[config.mk]
export PLATFORM = sky130hd
export DESIGN_NAME = halfline_vsync_gen
export DESIGN_NICKNAME = d
export VERILOG_FILES = /design/src/rtl/vsg_pkg.sv /design/src/rtl/vsg_regs.sv /design/src/rtl/vsg_counter.sv /design/src/rtl/vsg_sync_out.sv /design/src/rtl/halfline_vsync_gen.sv
export SDC_FILE = /design/constraint.sdc
export NUM_CORES = 1
export LEC_CHECK = 0
export ABC_AREA = 1
export ABC_CLOCK_PERIOD_IN_PS = 2750
export BUFFER_PORTS_ARGS = -buffer_cell sky130_fd_sc_hd__buf_4
export CAP_MARGIN = 40
export CORE_MARGIN = 10
export CORE_UTILIZATION = 55
export DETAILED_ROUTE_END_ITERATION = 16
export PLACE_DENSITY = 0.91
export SYNTH_ARGS = -nofsm -noshare
export SYNTH_HDL_FRONTEND = slang
export SYNTH_HIERARCHICAL = 1
export SYNTH_SLANG_ARGS = --single-unit
[constraint.sdc]
create_clock -name clk -period 2.75 [get_ports clk]
set_clock_uncertainty 0.1 [all_clocks]
set_input_delay 0 -clock clk [delete_from_list [all_inputs] [get_ports clk]]
set_output_delay 0 -clock clk [all_outputs]
set_load 0.005 [all_outputs]
[src/rtl/vsg_pkg.sv]
package vsg_pkg;
  localparam int TOTAL_W  = 12;
  localparam int WIDTH_W  = 5;
  localparam int REG_W    = 32;
  localparam int WIDTH_LSB = TOTAL_W;
  localparam int POL_BIT  = WIDTH_LSB + WIDTH_W;
  localparam int MODE_BIT = POL_BIT + 1;
  localparam int ERR_BIT  = MODE_BIT + 1;
  localparam int USED_W   = ERR_BIT + 1;

  typedef struct packed {
    logic               mode;
    logic               pol;
    logic [WIDTH_W-1:0] width;
    logic [TOTAL_W-1:0] total;
  } vsg_cfg_t;
endpackage

[src/rtl/vsg_regs.sv]
module vsg_regs
  import vsg_pkg::*;
(
  input  logic             clk,
  input  logic             rst,
  input  logic             wr_en,
  input  logic [REG_W-1:0] wdata,
  output vsg_cfg_t         shadow_q,
  output logic             err_d,
  output logic             err_q,
  output logic [REG_W-1:0] rdata
);
  vsg_cfg_t         wr_cfg;
  logic [TOTAL_W:0] width_ext;
  logic [TOTAL_W:0] total_ext;
  logic             bad_width;

  always_comb begin
    wr_cfg.total = wdata[TOTAL_W-1:0];
    wr_cfg.width = wdata[WIDTH_LSB +: WIDTH_W];
    wr_cfg.pol   = wdata[POL_BIT];
    wr_cfg.mode  = wdata[MODE_BIT];
    width_ext    = (TOTAL_W+1)'(wr_cfg.width);
    total_ext    = (TOTAL_W+1)'(wr_cfg.total);
    bad_width    = (wr_cfg.width == '0) || (width_ext > total_ext);
  end

  always_comb begin
    err_d = err_q;
    if (wr_en) begin
      if (bad_width)           err_d = 1'b1;
      else if (wdata[ERR_BIT]) err_d = 1'b0;
    end
  end

  always_ff @(posedge clk) begin
    if (rst) begin
      shadow_q <= '0;
      err_q    <= 1'b0;
    end else begin
      if (wr_en) shadow_q <= wr_cfg;
      err_q <= err_d;
    end
  end

  always_comb begin
    rdata = '0;
    rdata[USED_W-1:0] = {err_q, shadow_q};
  end
endmodule

[src/rtl/vsg_counter.sv]
module vsg_counter
  import vsg_pkg::*;
(
  input  logic               clk,
  input  logic               rst,
  input  logic               tick,
  input  vsg_cfg_t           shadow,
  output logic [TOTAL_W-1:0] cnt_q,
  output logic [TOTAL_W-1:0] cnt_d,
  output vsg_cfg_t           run_q,
  output vsg_cfg_t           run_d,
  output logic               field_q,
  output logic               start_q
);
  logic wrap;
  logic field_d;

  always_comb begin
    wrap    = tick && (cnt_q == run_q.total);
    run_d   = wrap ? shadow : run_q;
    cnt_d   = cnt_q;
    field_d = field_q;
    if (tick) cnt_d = wrap ? '0 : cnt_q + 1'b1;
    if (wrap) field_d = shadow.total[0] ? 1'b0 : ~field_q;
  end

  always_ff @(posedge clk) begin
    if (rst) begin
      cnt_q   <= '0;
      run_q   <= '0;
      field_q <= 1'b0;
      start_q <= 1'b0;
    end else begin
      cnt_q   <= cnt_d;
      run_q   <= run_d;
      field_q <= field_d;
      start_q <= wrap;
    end
  end
endmodule

[src/rtl/vsg_sync_out.sv]
module vsg_sync_out
  import vsg_pkg::*;
(
  input  logic               clk,
  input  logic               rst,
  input  logic [TOTAL_W-1:0] cnt_d,
  input  vsg_cfg_t           run_d,
  input  logic               err_d,
  output logic               vsync_q
);
  logic in_pulse;

  always_comb
    in_pulse = !err_d && (cnt_d < (TOTAL_W)'(run_d.width));

  always_ff @(posedge clk) begin
    if (rst) vsync_q <= 1'b1;
    else     vsync_q <= in_pulse ? run_d.pol : ~run_d.pol;
  end
endmodule

[src/rtl/halfline_vsync_gen.sv]
module halfline_vsync_gen
  import vsg_pkg::*;
(
  input  logic        clk,
  input  logic        rst,
  input  logic        half_line_tick,
  input  logic        reg_wr_en,
  input  logic [31:0] reg_wdata,
  output logic [31:0] reg_rdata,
  output logic        vsync_out,
  output logic        field_odd,
  output logic        frame_start
);
  vsg_cfg_t           shadow_cfg;
  vsg_cfg_t           run_cfg;
  vsg_cfg_t           run_next;
  logic [TOTAL_W-1:0] hl_cnt;
  logic [TOTAL_W-1:0] hl_cnt_next;
  logic               err_next;
  logic               err_flag;

  vsg_regs regs_i (
    .clk(clk), .rst(rst), .wr_en(reg_wr_en), .wdata(reg_wdata),
    .shadow_q(shadow_cfg), .err_d(err_next), .err_q(err_flag), .rdata(reg_rdata)
  );

  vsg_counter cnt_i (
    .clk(clk), .rst(rst), .tick(half_line_tick), .shadow(shadow_cfg),
    .cnt_q(hl_cnt), .cnt_d(hl_cnt_next), .run_q(run_cfg), .run_d(run_next),
    .field_q(field_odd), .start_q(frame_start)
  );

  vsg_sync_out out_i (
    .clk(clk), .rst(rst), .cnt_d(hl_cnt_next), .run_d(run_next),
    .err_d(err_next), .vsync_q(vsync_out)
  );
endmodule

==> results of run 1 <==
[power by group]
group          switching [mW]  leakage [nW]  total, mW  internal, mW
logic                    1.29          1.47       2.00         0.710
registers               0.108         0.435       1.06         0.953
clock network           0.263        0.0450      0.441         0.178
total                    1.66          1.95       3.50          1.84
[layer usage]
| layer | routed length, um | share of wire | GRT usage |
|---|---|---|---|
| met5 | 0 | 0 | 0 |
| met1 | 3270 | 0.36 | 0.204 |
| met3 | 816 | 0.089 | 0.0498 |
| met4 | 484 | 0.053 | 0.128 |
| met2 | 4610 | 0.50 | 0.367 |
[worst max-delay path by stage]
stage                          endpoint  slack [ns]  cells past startpoint
after floorplan           out_i/vsync_q        0.59                     16
after global placement    out_i/vsync_q        0.46                     17
after detailed placement  out_i/vsync_q        0.35                     17
after CTS                 out_i/vsync_q        0.34                     17
after global routing      out_i/vsync_q        0.02                     20
final                     out_i/vsync_q        0.28                     17
[tightest hold or removal path, cell delays in order]
cell,delay (ns)
sky130_fd_sc_hd__buf_4,0.20
sky130_fd_sc_hd__nor2_1,0.13
sky130_fd_sc_hd__nor3_1,0.06
[placed cells by master, fill, tap and decap left out, types with 2 or more instances in the layout]
cell / count
sky130_fd_sc_hd__nand4_1: 3
sky130_fd_sc_hd__dfxtp_1: 53
sky130_fd_sc_hd__ha_1: 10
sky130_fd_sc_hd__nand2_1: 118
sky130_fd_sc_hd__clkinv_2: 2
sky130_fd_sc_hd__clkbuf_8: 5
sky130_fd_sc_hd__nand3b_1: 18
sky130_fd_sc_hd__nand3_1: 14
sky130_fd_sc_hd__o21ai_0: 18
sky130_fd_sc_hd__inv_2: 9
sky130_fd_sc_hd__nor3_1: 12
sky130_fd_sc_hd__buf_4: 50
sky130_fd_sc_hd__xor2_1: 6
sky130_fd_sc_hd__nor3_2: 3
sky130_fd_sc_hd__nand2_2: 5
sky130_fd_sc_hd__nor2_1: 80
sky130_fd_sc_hd__dlygate4sd3_1: 27
sky130_fd_sc_hd__conb_1: 12
sky130_fd_sc_hd__inv_1: 63
sky130_fd_sc_hd__nor2_2: 4
sky130_fd_sc_hd__a21oi_1: 11
sky130_fd_sc_hd__or2_2: 2
[area by class of cell]
cell class | instances | area [sq um]
inverter | 73 | 277
multi-input combinational | 323 | 1550
clock buffer | 6 | 72.6
fill | 433 | 1870
timing repair buffer | 77 | 646
clock inverter | 2 | 10.0
sequential | 53 | 1060
tap | 72 | 90.1
[what timing repair did]
action | 4_1_cts | 5_1_grt
hold buffers | 27 | 0
setup buffers | 0 | 0
resized for setup | 0 | 0
hold endpoints to repair | 29 | 0
[flip-flops by register name (all words and copies together) (netlist names)]
signal	cells
cnt_i/cnt_q	12
regs_i/rdata	19
cnt_i/run_q	18
regs_i/err_q	1
out_i/vsync_q	1
cnt_i/start_q	1
cnt_i/field_q	1
==> metrics.txt, run 1 <==
# TYPE chip_impl_metric gauge
chip_impl_info{name="status",value="finished clean"} 1
chip_impl_metric{name="worst_path_largest_cell_delay",unit="ns"} 0.47
chip_impl_info{name="critical_path_cell_sequence",value="inv_2 > nand2_2 > nand2_1 > nor2_1 > nand2_1 > nor2_2 > nand2_2 > nand2_1 > nand2_1 > inv_1 > inv_1 > ha_1 > or2_0 > nor3_2 > nand2_1 > nand2_1 > nand3_1"} 1
chip_impl_metric{name="cts_inserted_buffers",unit=""} 5
chip_impl_metric{name="post-route-worst-setup-slack",unit="ns"} 0.276
chip_impl_metric{name="place_ws",unit="ns"} 0.351
chip_impl_info{name="cp-start-kind",value="flop"} 1
chip_impl_metric{name="numPortBuffers",unit=""} 46
chip_impl_metric{name="ys_warn_count",unit=""} 6
chip_impl_info{name="timing.critical_path.mode_cell",value="sky130_fd_sc_hd__nand2_1"} 1
chip_impl_metric{name="syn_area",unit="sq um"} 3200
chip_impl_metric{name="chipWidth",unit="um"} 96.3
chip_impl_metric{name="largest_net_degree_at_the_start_of_global_routing",unit=""} 38
chip_impl_info{name="setup.worst_path.end_class",value="flop"} 1
chip_impl_metric{name="fp.coreArea",unit="sq um"} 5570
chip_impl_metric{name="fin_hold_ws",unit="ns"} 0.0419
chip_impl_metric{name="fraction_of_layout_instances_using_a_drive_strength_above_1",unit=""} 0.155
chip_impl_metric{name="final-hold-violation-count",unit=""} 0
chip_impl_info{name="critPathTopFamily",value="simple AND/OR/NAND/NOR gates"} 1
chip_impl_metric{name="gp_congestion",unit=""} 0.901
chip_impl_metric{name="fp-row-count",unit=""} 27
chip_impl_metric{name="die_h",unit="um"} 96.3
chip_impl_metric{name="placed_area",unit="sq um"} 3350
chip_impl_metric{name="fin_area",unit="sq um"} 3700
chip_impl_metric{name="worst-endpoint-arrival",unit="ns"} 2.57
chip_impl_info{name="crit-reg2reg-capture",value="out_i/vsync_q"} 1
chip_impl_metric{name="cts.reportedPaths.clkPinSlew",unit="ns"} 0.10
chip_impl_metric{name="via_count",unit=""} 3180
chip_impl_metric{name="final_nets",unit=""} 579
chip_impl_metric{name="required",unit="ns"} 2.85
chip_impl_info{name="clock-root-buffer",value="sky130_fd_sc_hd__clkbuf_8"} 1
chip_impl_metric{name="global_route.usage.total",unit=""} 0.203
chip_impl_metric{name="totalPowerFinal",unit="mW"} 3.50
chip_impl_metric{name="final_period_minus_worst_setup_slack",unit="ns"} 2.47
chip_impl_metric{name="dieArea",unit="sq um"} 9270
chip_impl_metric{name="clk_sink_count",unit=""} 53
chip_impl_metric{name="slew_headroom",unit=""} 0.661
chip_impl_metric{name="cts_max_path_buffers",unit=""} 2
chip_impl_info{name="cp-startpoint",value="cnt_i/cnt_q[6]"} 1
chip_impl_metric{name="antenna_found_initial",unit=""} 0
chip_impl_metric{name="synthesized_instance_count",unit=""} 485
chip_impl_metric{name="viasPerCell",unit=""} 5.25
chip_impl_info{name="crit_type",value="flop to flop"} 1
chip_impl_metric{name="routedWlPerCell",unit="um"} 15.1
chip_impl_metric{name="gr-total-overflow",unit=""} 0
chip_impl_metric{name="power.ir.vdd_worst",unit="V"} 0.000610
chip_impl_metric{name="critical_path_peak_fanout",unit=""} 12
chip_impl_metric{name="dpl.cell_count",unit=""} 571
chip_impl_info{name="cts_tree",value="done"} 1
chip_impl_info{name="min_from",value="reg_wr_en"} 1
chip_impl_info{name="critical_path.slowest_cell",value="sky130_fd_sc_hd__dfxtp_1"} 1
chip_impl_metric{name="dp.final_hpwl",unit="um"} 5730
chip_impl_metric{name="route.detailed.drc",unit=""} 0
chip_impl_metric{name="grt_pass1_vias",unit=""} 3241
chip_impl_info{name="worst_r2r_startpoint",value="cnt_i/cnt_q[6]"} 1
chip_impl_metric{name="num_antenna_cells",unit=""} 0
chip_impl_metric{name="area_delta_synth_final",unit="%"} 15.7
chip_impl_metric{name="maxcap_violations",unit=""} 0
chip_impl_metric{name="first_pass_grt_wire_length",unit="um"} 15000
chip_impl_metric{name="final_core_utilization",unit=""} 0.664
chip_impl_metric{name="fmax",unit="GHz"} 0.404
chip_impl_metric{name="syn_avg_cell_area",unit="sq um"} 6.60
chip_impl_metric{name="final-setup-viol-count",unit=""} 0
chip_impl_metric{name="ios",unit=""} 71
chip_impl_metric{name="power.static_leakage",unit="nW"} 1.95
chip_impl_metric{name="routed_wl",unit="um"} 9180
chip_impl_metric{name="finish.cell_count_without_fillers",unit=""} 606
chip_impl_metric{name="setup-tns-final",unit="ns"} 0
chip_impl_metric{name="timing_worst_slew_pin_value",unit="ns"} 0.508
chip_impl_metric{name="ant_nets",unit=""} 0
chip_impl_metric{name="floorplan.initialDensity",unit=""} 0.574
chip_impl_metric{name="fin_crit_sh",unit=""} 0.900
chip_impl_info{name="worst_hold_path_type",value="input port to flop"} 1
chip_impl_metric{name="drt_pass1_iterations",unit=""} 7
chip_impl_metric{name="clock_latency_late_sink",unit="ns"} 0.31
chip_impl_info{name="worstHoldEndpoint",value="regs_i/rdata[13]"} 1
chip_impl_metric{name="rrSetupSlack",unit="ns"} 0.28
chip_impl_metric{name="r2r.worst_path.cells",unit=""} 17
chip_impl_metric{name="max_slew_violations",unit=""} 0
chip_impl_info{name="grt_setup_unrepaired",value="no"} 1
chip_impl_metric{name="min_delay_path_depth",unit=""} 3
chip_impl_metric{name="critPathBufInv",unit=""} 3
chip_impl_metric{name="ctsHtreeMaxLevel",unit=""} 2
chip_impl_metric{name="powerDensity",unit="nW/um^2"} 946
chip_impl_metric{name="dr.first_iter.drc_count",unit=""} 308
Power figures use the tool's default switching activity.
==> inputs of run 2 (changes only) <==
--- a/config.mk
+++ b/config.mk
@@ -10,9 +10,10 @@
 export BUFFER_PORTS_ARGS = -buffer_cell sky130_fd_sc_hd__buf_4
 export CAP_MARGIN = 40
 export CORE_MARGIN = 10
-export CORE_UTILIZATION = 55
+export CORE_UTILIZATION = 57
+export CTS_BUF_LIST = sky130_fd_sc_hd__clkbuf_4
 export DETAILED_ROUTE_END_ITERATION = 16
-export PLACE_DENSITY = 0.91
+export PLACE_DENSITY = 0.94
 export SYNTH_ARGS = -nofsm -noshare
 export SYNTH_HDL_FRONTEND = slang
 export SYNTH_HIERARCHICAL = 1
==> run 2 against run 1 <==
  * Final cell count grew 2.1%
  * Setup slack is essentially flat
  * Highest routed layer unchanged
  * Largest power group unchanged
  * Sequential share of layout area shrank 0.74 points
  * Via count grew 4.6%
  * Power grew 0.33%
  * Global-route usage grew 2.3 points
==> metrics.txt, run 2 (synthesized netlist as in run 1, its figures left out) <==
# TYPE chip_impl_metric gauge
chip_impl_metric{name="numPortBuffers",unit=""} 46
chip_impl_metric{name="chipWidth",unit="um"} 94.9
chip_impl_info{name="cts_tree",value="done"} 1
chip_impl_metric{name="r2r.worst_path.cells",unit=""} 18
chip_impl_metric{name="fraction_of_layout_instances_using_a_drive_strength_above_1",unit=""} 0.150
chip_impl_metric{name="fmax",unit="GHz"} 0.404
chip_impl_metric{name="largest_register_ffs",unit=""} 19
chip_impl_info{name="worst_r2r_startpoint",value="cnt_i/cnt_q[6]"} 1
chip_impl_info{name="setup.worst_path.end",value="out_i/vsync_q"} 1
chip_impl_info{name="crit_type",value="flop to flop"} 1
chip_impl_info{name="cp-startpoint",value="cnt_i/cnt_q[6]"} 1
chip_impl_metric{name="largest_net_degree_at_the_start_of_global_routing",unit=""} 38
chip_impl_metric{name="fp.coreArea",unit="sq um"} 5470
chip_impl_metric{name="dr.first_iter.drc_count",unit=""} 274
chip_impl_metric{name="maxcap_violations",unit=""} 0
chip_impl_metric{name="grt_pass1_vias",unit=""} 3352
chip_impl_metric{name="floorplan.initialDensity",unit=""} 0.585
chip_impl_info{name="clock-root-buffer",value="sky130_fd_sc_hd__clkbuf_4"} 1
chip_impl_metric{name="cts_resized",unit=""} 0
chip_impl_metric{name="first_pass_grt_wire_length",unit="um"} 16200
chip_impl_metric{name="final_period_minus_worst_setup_slack",unit="ns"} 2.47
chip_impl_metric{name="route.detailed.drc",unit=""} 0
chip_impl_metric{name="dieArea",unit="sq um"} 9010
chip_impl_metric{name="final-hold-violation-count",unit=""} 0
chip_impl_metric{name="num_antenna_cells",unit=""} 0
chip_impl_metric{name="cts_max_path_buffers",unit=""} 2
chip_impl_info{name="status",value="finished clean"} 1
chip_impl_info{name="worst_hold_path_type",value="input port to flop"} 1
chip_impl_metric{name="fin_area",unit="sq um"} 3800
chip_impl_metric{name="worst-endpoint-arrival",unit="ns"} 2.67
chip_impl_info{name="grt_setup_unrepaired",value="no"} 1
chip_impl_metric{name="cts_inserted_buffers",unit=""} 5
chip_impl_info{name="setup.worst_path.end_class",value="flop"} 1
chip_impl_metric{name="fin_crit_sh",unit=""} 0.900
chip_impl_metric{name="routed_wl",unit="um"} 9960
chip_impl_metric{name="required",unit="ns"} 2.95
chip_impl_metric{name="final-setup-viol-count",unit=""} 0
chip_impl_metric{name="rrSetupSlack",unit="ns"} 0.28
chip_impl_metric{name="powerDensity",unit="nW/um^2"} 924
chip_impl_metric{name="global_route.usage.total",unit=""} 0.226
chip_impl_metric{name="clk_sink_count",unit=""} 53
chip_impl_metric{name="power.static_leakage",unit="nW"} 2.01
chip_impl_metric{name="antenna_found_initial",unit=""} 0
chip_impl_metric{name="gr-total-overflow",unit=""} 0
chip_impl_metric{name="placed_area",unit="sq um"} 3350
chip_impl_metric{name="ctsHtreeMaxLevel",unit=""} 2
chip_impl_metric{name="routedWlPerCell",unit="um"} 16.1
chip_impl_metric{name="ios",unit=""} 71
chip_impl_metric{name="setup-tns-final",unit="ns"} 0
chip_impl_metric{name="critical_path_peak_fanout",unit=""} 18
chip_impl_metric{name="max_slew_violations",unit=""} 0
chip_impl_metric{name="drt_pass1_iterations",unit=""} 5
chip_impl_info{name="most_frequent_cells_in_the_layout",value="sky130_fd_sc_hd__nand2_1 (118), sky130_fd_sc_hd__nor2_1 (80), sky130_fd_sc_hd__inv_1 (63)"} 1
chip_impl_metric{name="dp.final_hpwl",unit="um"} 5700
chip_impl_metric{name="final_nets",unit=""} 592
chip_impl_metric{name="power.ir.vdd_worst",unit="V"} 0.000583
chip_impl_metric{name="fp-row-count",unit=""} 27
chip_impl_metric{name="cts.reportedPaths.clkPinSlew",unit="ns"} 0.15
chip_impl_info{name="mostFrequentLayoutCell",value="sky130_fd_sc_hd__nand2_1"} 1
chip_impl_metric{name="die_h",unit="um"} 94.9
chip_impl_info{name="cp-start-kind",value="flop"} 1
chip_impl_info{name="crit-reg2reg-capture",value="out_i/vsync_q"} 1
chip_impl_metric{name="area_delta_synth_final",unit="%"} 18.8
chip_impl_metric{name="gp_congestion",unit=""} 0.937
chip_impl_metric{name="clock_latency_late_sink",unit="ns"} 0.38
chip_impl_metric{name="viasPerCell",unit=""} 5.37
chip_impl_metric{name="ant_nets",unit=""} 0
chip_impl_metric{name="via_count",unit=""} 3327
[run 2: changes by cell type in the layout (fill, tap and decap cells not counted)]
cell	previous run	this run
sky130_fd_sc_hd__dlygate4sd3_1	27	40
sky130_fd_sc_hd__clkbuf_4	0	5
sky130_fd_sc_hd__clkbuf_8	5	0
sky130_fd_sc_hd__clkinv_1	0	2
sky130_fd_sc_hd__clkbuf_1	1	0
sky130_fd_sc_hd__clkinv_2	2	1
[run 2: layout make-up]
cell class,instances,area (sq um)
Clock buffer,5,37.5
Clock inverter,3,12.5
Fill cell,409,1670
Inverter,73,277
Multi-Input combinational cell,323,1550
Sequential cell,53,1060
Tap cell,72,90.1
Timing Repair Buffer,90,776
[run 2: worst min-delay path by stage]
stage	start	end	cells after the start
2_1_floorplan	rst	regs_i/err_q	1
3_3_place_gp	reg_wdata[18]	regs_i/rdata[18]	3
3_5_place_dp	reg_wdata[8]	regs_i/rdata[8]	3
4_1_cts	reg_wr_en	regs_i/rdata[9]	3
5_1_grt	reg_wr_en	regs_i/rdata[9]	3
6_report	reg_wr_en	regs_i/rdata[9]	3
[run 2: repair_timing]
item                      in CTS  in global routing
hold buffers                  40                  0
buffers inserted               0                  0
hold endpoints to repair      52                  0
[run 2: power breakdown]
group	total [mW]	internal (mW)	switching, mW
logic	2.10	0.730	1.37
clock network	0.343	0.0933	0.250
registers	1.07	0.953	0.114
total	3.51	1.78	1.74
[run 2: per-layer routing]
layer	up-vias	wire length, um	share of wire	global-route usage
met4	0	689	0.069	0.170
met3	75	886	0.089	0.0706
met1	1468	3640	0.37	0.229
met2	230	4740	0.48	0.383
met5	-	0	0	0
li1	1554	-	-	-
[run 2: critical path, cell delays in order (launching register included)]
cell and delay, ns:
sky130_fd_sc_hd__dfxtp_1 0.53, sky130_fd_sc_hd__inv_2 0.06, sky130_fd_sc_hd__nand2_2 0.07, sky130_fd_sc_hd__nand2_1 0.05, sky130_fd_sc_hd__nor2_1 0.08, sky130_fd_sc_hd__nand2_1 0.07, sky130_fd_sc_hd__nor2_2 0.12, sky130_fd_sc_hd__buf_4 0.26
sky130_fd_sc_hd__nand3b_1 0.10, sky130_fd_sc_hd__nand2_1 0.14, sky130_fd_sc_hd__inv_1 0.07, sky130_fd_sc_hd__inv_1 0.06, sky130_fd_sc_hd__ha_1 0.23, sky130_fd_sc_hd__a21oi_1 0.15, sky130_fd_sc_hd__nand2_1 0.06, sky130_fd_sc_hd__nand2_1 0.07
sky130_fd_sc_hd__nand2_1 0.05, sky130_fd_sc_hd__nand2_1 0.06, sky130_fd_sc_hd__nand3_1 0.05
[run 2: metrics by stage]
stage	util	hold WS (ns)	total power, mW	setup WS (ns)	std cells
final	0.695	0.0526	3.51	0.276	619
after global routing	0.695	0.0434	3.82	0.0471	619
after CTS	0.695	0.00581	3.35	0.394	619
after detailed placement	0.612	0.136	2.96	0.417	571
after global placement	0.612	0.122	2.88	0.457	571
after floorplan	-	-0.0376	2.70	0.590	496
==> inputs of run 3 (changes only) <==
--- a/config.mk
+++ b/config.mk
@@ -6,13 +6,14 @@
 export NUM_CORES = 1
 export LEC_CHECK = 0
 export ABC_AREA = 1
-export ABC_CLOCK_PERIOD_IN_PS = 2750
+export ABC_CLOCK_PERIOD_IN_PS = 2600
 export BUFFER_PORTS_ARGS = -buffer_cell sky130_fd_sc_hd__buf_4
 export CAP_MARGIN = 40
 export CORE_MARGIN = 10
 export CORE_UTILIZATION = 57
 export CTS_BUF_LIST = sky130_fd_sc_hd__clkbuf_4
 export DETAILED_ROUTE_END_ITERATION = 16
+export GPL_TIMING_DRIVEN = 0
 export PLACE_DENSITY = 0.94
 export SYNTH_ARGS = -nofsm -noshare
 export SYNTH_HDL_FRONTEND = slang
==> constraint.sdc (replaced) <==
create_clock -name clk -period 2.6 [get_ports clk]
set_clock_uncertainty 0.1 [all_clocks]
set_input_delay 0 -clock clk [delete_from_list [all_inputs] [get_ports clk]]
set_output_delay 0 -clock clk [all_outputs]
set_load 0.005 [all_outputs]
==> run 3 against run 2 <==
  * Power grew 17%
  * Flip-flop and latch count is the same
  * Critical path type unchanged
  * Sequential power is 7% higher
  * First-iteration DRC count up 11%
  * Die area did not move
  * Non-clock buffer count up 36
  * Utilization increased by 5.8 points
  * Final cell count increased by 5.8%
  * Count of clock-buffer cells in the layout grew 1
  * Hold slack better by 0.016 ns
  * Final area is 8.4% higher
  * Sequential share of layout area down 1.6 points
==> metrics.txt, run 3 (synthesized netlist as in run 1, its figures left out) <==
# TYPE chip_impl_metric gauge
chip_impl_info{name="status",value="finished clean"} 1
chip_impl_metric{name="fp.coreArea",unit="sq um"} 5470
chip_impl_metric{name="fp-row-count",unit=""} 27
chip_impl_metric{name="floorplan.initialDensity",unit=""} 0.585
chip_impl_metric{name="power.static_leakage",unit="nW"} 2.21
chip_impl_metric{name="ctsHtreeMaxLevel",unit=""} 2
chip_impl_metric{name="worst-endpoint-arrival",unit="ns"} 2.59
chip_impl_metric{name="timing_worst_slew_pin_value",unit="ns"} 0.556
chip_impl_info{name="critPathTopFamily",value="simple AND/OR/NAND/NOR gates"} 1
chip_impl_info{name="clock-root-buffer",value="sky130_fd_sc_hd__clkbuf_4"} 1
chip_impl_metric{name="die_h",unit="um"} 94.9
chip_impl_metric{name="power.ir.vdd_worst",unit="V"} 0.000654
chip_impl_metric{name="slew_headroom",unit=""} 0.629
chip_impl_metric{name="worst_path_largest_cell_delay",unit="ns"} 0.38
chip_impl_info{name="worst_hold_path_type",value="input port to flop"} 1
chip_impl_metric{name="via_count",unit=""} 3383
chip_impl_info{name="most_frequent_cells_in_the_layout",value="sky130_fd_sc_hd__nand2_1 (118), sky130_fd_sc_hd__buf_4 (82), sky130_fd_sc_hd__nor2_1 (80)"} 1
chip_impl_metric{name="drt_pass1_iterations",unit=""} 5
chip_impl_metric{name="dpl.cell_count",unit=""} 613
chip_impl_metric{name="antenna_found_initial",unit=""} 0
chip_impl_info{name="cts_tree",value="done"} 1
chip_impl_metric{name="fill_cells",unit=""} 389
chip_impl_metric{name="cts.reportedPaths.clkPinSlew",unit="ns"} 0.16
chip_impl_metric{name="viasPerCell",unit=""} 5.16
chip_impl_metric{name="chipWidth",unit="um"} 94.9
chip_impl_info{name="crit_type",value="flop to flop"} 1
chip_impl_metric{name="gp_congestion",unit=""} 0.930
chip_impl_metric{name="critPathBufInv",unit=""} 4
chip_impl_metric{name="dieArea",unit="sq um"} 9010
chip_impl_metric{name="numPortBuffers",unit=""} 45
chip_impl_metric{name="fin_crit_sh",unit=""} 0.935
chip_impl_metric{name="ios",unit=""} 71
chip_impl_info{name="cp-start-kind",value="flop"} 1
chip_impl_metric{name="route.detailed.drc",unit=""} 0
chip_impl_metric{name="cts_max_path_buffers",unit=""} 2
chip_impl_metric{name="max_slew_violations",unit=""} 0
chip_impl_info{name="setup.worst_path.end_class",value="flop"} 1
chip_impl_metric{name="clk_sink_count",unit=""} 53
chip_impl_metric{name="final_nets",unit=""} 628
chip_impl_metric{name="powerDensity",unit="nW/um^2"} 999
chip_impl_metric{name="ant_nets",unit=""} 0
chip_impl_metric{name="dr.first_iter.drc_count",unit=""} 305
chip_impl_metric{name="final-setup-viol-count",unit=""} 0
chip_impl_metric{name="routedWlPerCell",unit="um"} 15.6
chip_impl_metric{name="critical_path_peak_fanout",unit=""} 10
chip_impl_info{name="critical_path.slowest_cell",value="sky130_fd_sc_hd__dfxtp_1"} 1
chip_impl_metric{name="required",unit="ns"} 2.76
chip_impl_metric{name="place_ws",unit="ns"} 0.0646
chip_impl_metric{name="cts_inserted_buffers",unit=""} 5
chip_impl_metric{name="routed_wl",unit="um"} 10200
chip_impl_metric{name="grt_pass1_vias",unit=""} 3457
chip_impl_metric{name="fraction_of_layout_instances_using_a_drive_strength_above_1",unit=""} 0.245
chip_impl_info{name="critical_path_cell_sequence",value="inv_1 > nand2_1 > nand2_1 > nor2_1 > nand2_1 > nor2_4 > nand2_4 > buf_6 > nand2_1 > nand2_1 > inv_1 > inv_1 > ha_1 > or2_0 > nor3_2 > nand2_1 > nand2_1 > nand3_1"} 1
chip_impl_metric{name="post-route-worst-setup-slack",unit="ns"} 0.170
chip_impl_metric{name="register_area",unit="sq um"} 1080
chip_impl_metric{name="maxcap_violations",unit=""} 0
chip_impl_metric{name="final-hold-violation-count",unit=""} 0
chip_impl_metric{name="global_route.usage.total",unit=""} 0.226
chip_impl_metric{name="fmax",unit="GHz"} 0.412
chip_impl_metric{name="area_delta_synth_final",unit="%"} 28.7
chip_impl_info{name="mostFrequentLayoutCell",value="sky130_fd_sc_hd__nand2_1"} 1
chip_impl_metric{name="dp.final_hpwl",unit="um"} 6500
chip_impl_metric{name="largest_register_ffs",unit=""} 19
chip_impl_metric{name="num_antenna_cells",unit=""} 0
chip_impl_metric{name="finish.cell_count_without_fillers",unit=""} 655
chip_impl_metric{name="first_pass_grt_wire_length",unit="um"} 16300
chip_impl_metric{name="multiInputGateArea",unit="sq um"} 1570
chip_impl_metric{name="clock_latency_late_sink",unit="ns"} 0.37
chip_impl_metric{name="gr-total-overflow",unit=""} 0
chip_impl_metric{name="largest_net_degree_at_the_start_of_global_routing",unit=""} 16
chip_impl_metric{name="final_period_minus_worst_setup_slack",unit="ns"} 2.43
chip_impl_info{name="timing.critical_path.mode_cell",value="sky130_fd_sc_hd__nand2_1"} 1
-- run 3: path summary, 6_finish.rpt --
| kind | slack (ns) | from | depth (start not counted) | end |
|---|---|---|---|---|
| setup / recovery | 0.17 | cnt_i/run_q[10] | 18 | out_i/vsync_q |
| hold / removal | 0.07 | reg_wr_en | 3 | regs_i/rdata[4] |
| setup reg to reg | 0.17 | cnt_i/run_q[10] | 18 | out_i/vsync_q |
| hold reg to reg | 0.44 | cnt_i/field_q | 2 | cnt_i/field_q |
-- run 3: per-stage QoR --
step,util,power [mW],hold slack [ns],TNS [ns],cell area [sq um]
2_1_floorplan,-,2.86,-0.0376,0,3240
3_3_place_gp,0.671,3.29,0.115,0,3670
3_5_place_dp,0.671,3.38,0.127,0,3670
4_1_cts,0.740,3.88,0.0189,0,4050
5_1_grt,0.753,4.47,0.0575,-0.0264,4120
6_report,0.753,4.12,0.0689,0,4120
-- run 3: cell type report --
class / instances / share of cell area
plain buffers: 47 / 0.0865
clock buffers: 6 / 0.0109
clock inverters: 2 / 0.00820
inverters: 73 / 0.0671
multi-input cells: 323 / 0.380
flip-flops and latches: 53 / 0.263
well taps: 72 / 0.0219
repair buffers: 79 / 0.162
-- run 3: per-layer routing --
metal  global-route usage  share of wire
met2                0.415           0.51
met4                0.151          0.055
met5                    0              0
met1                0.220           0.36
met3               0.0547          0.071
-- run 3: timing repair --
action,4_1_cts,5_1_grt
hold endpoints to repair,24,0
resized for setup,0,22
buffers inserted,0,4
setup endpoints to repair,0,1
hold buffers,30,0
-- run 3: tightest hold or removal path, stage by stage --
cell	delay [ns]
sky130_fd_sc_hd__buf_4	0.15
sky130_fd_sc_hd__buf_2	0.26
sky130_fd_sc_hd__a21oi_1	0.10
-- run 3: power breakdown --
| part | switching (mW) | internal (mW) | leakage (nW) |
|---|---|---|---|
| combinational | 1.47 | 1.04 | 1.72 |
| clock | 0.261 | 0.211 | 0.0433 |
| sequential | 0.118 | 1.02 | 0.443 |
| total | 1.85 | 2.27 | 2.21 |
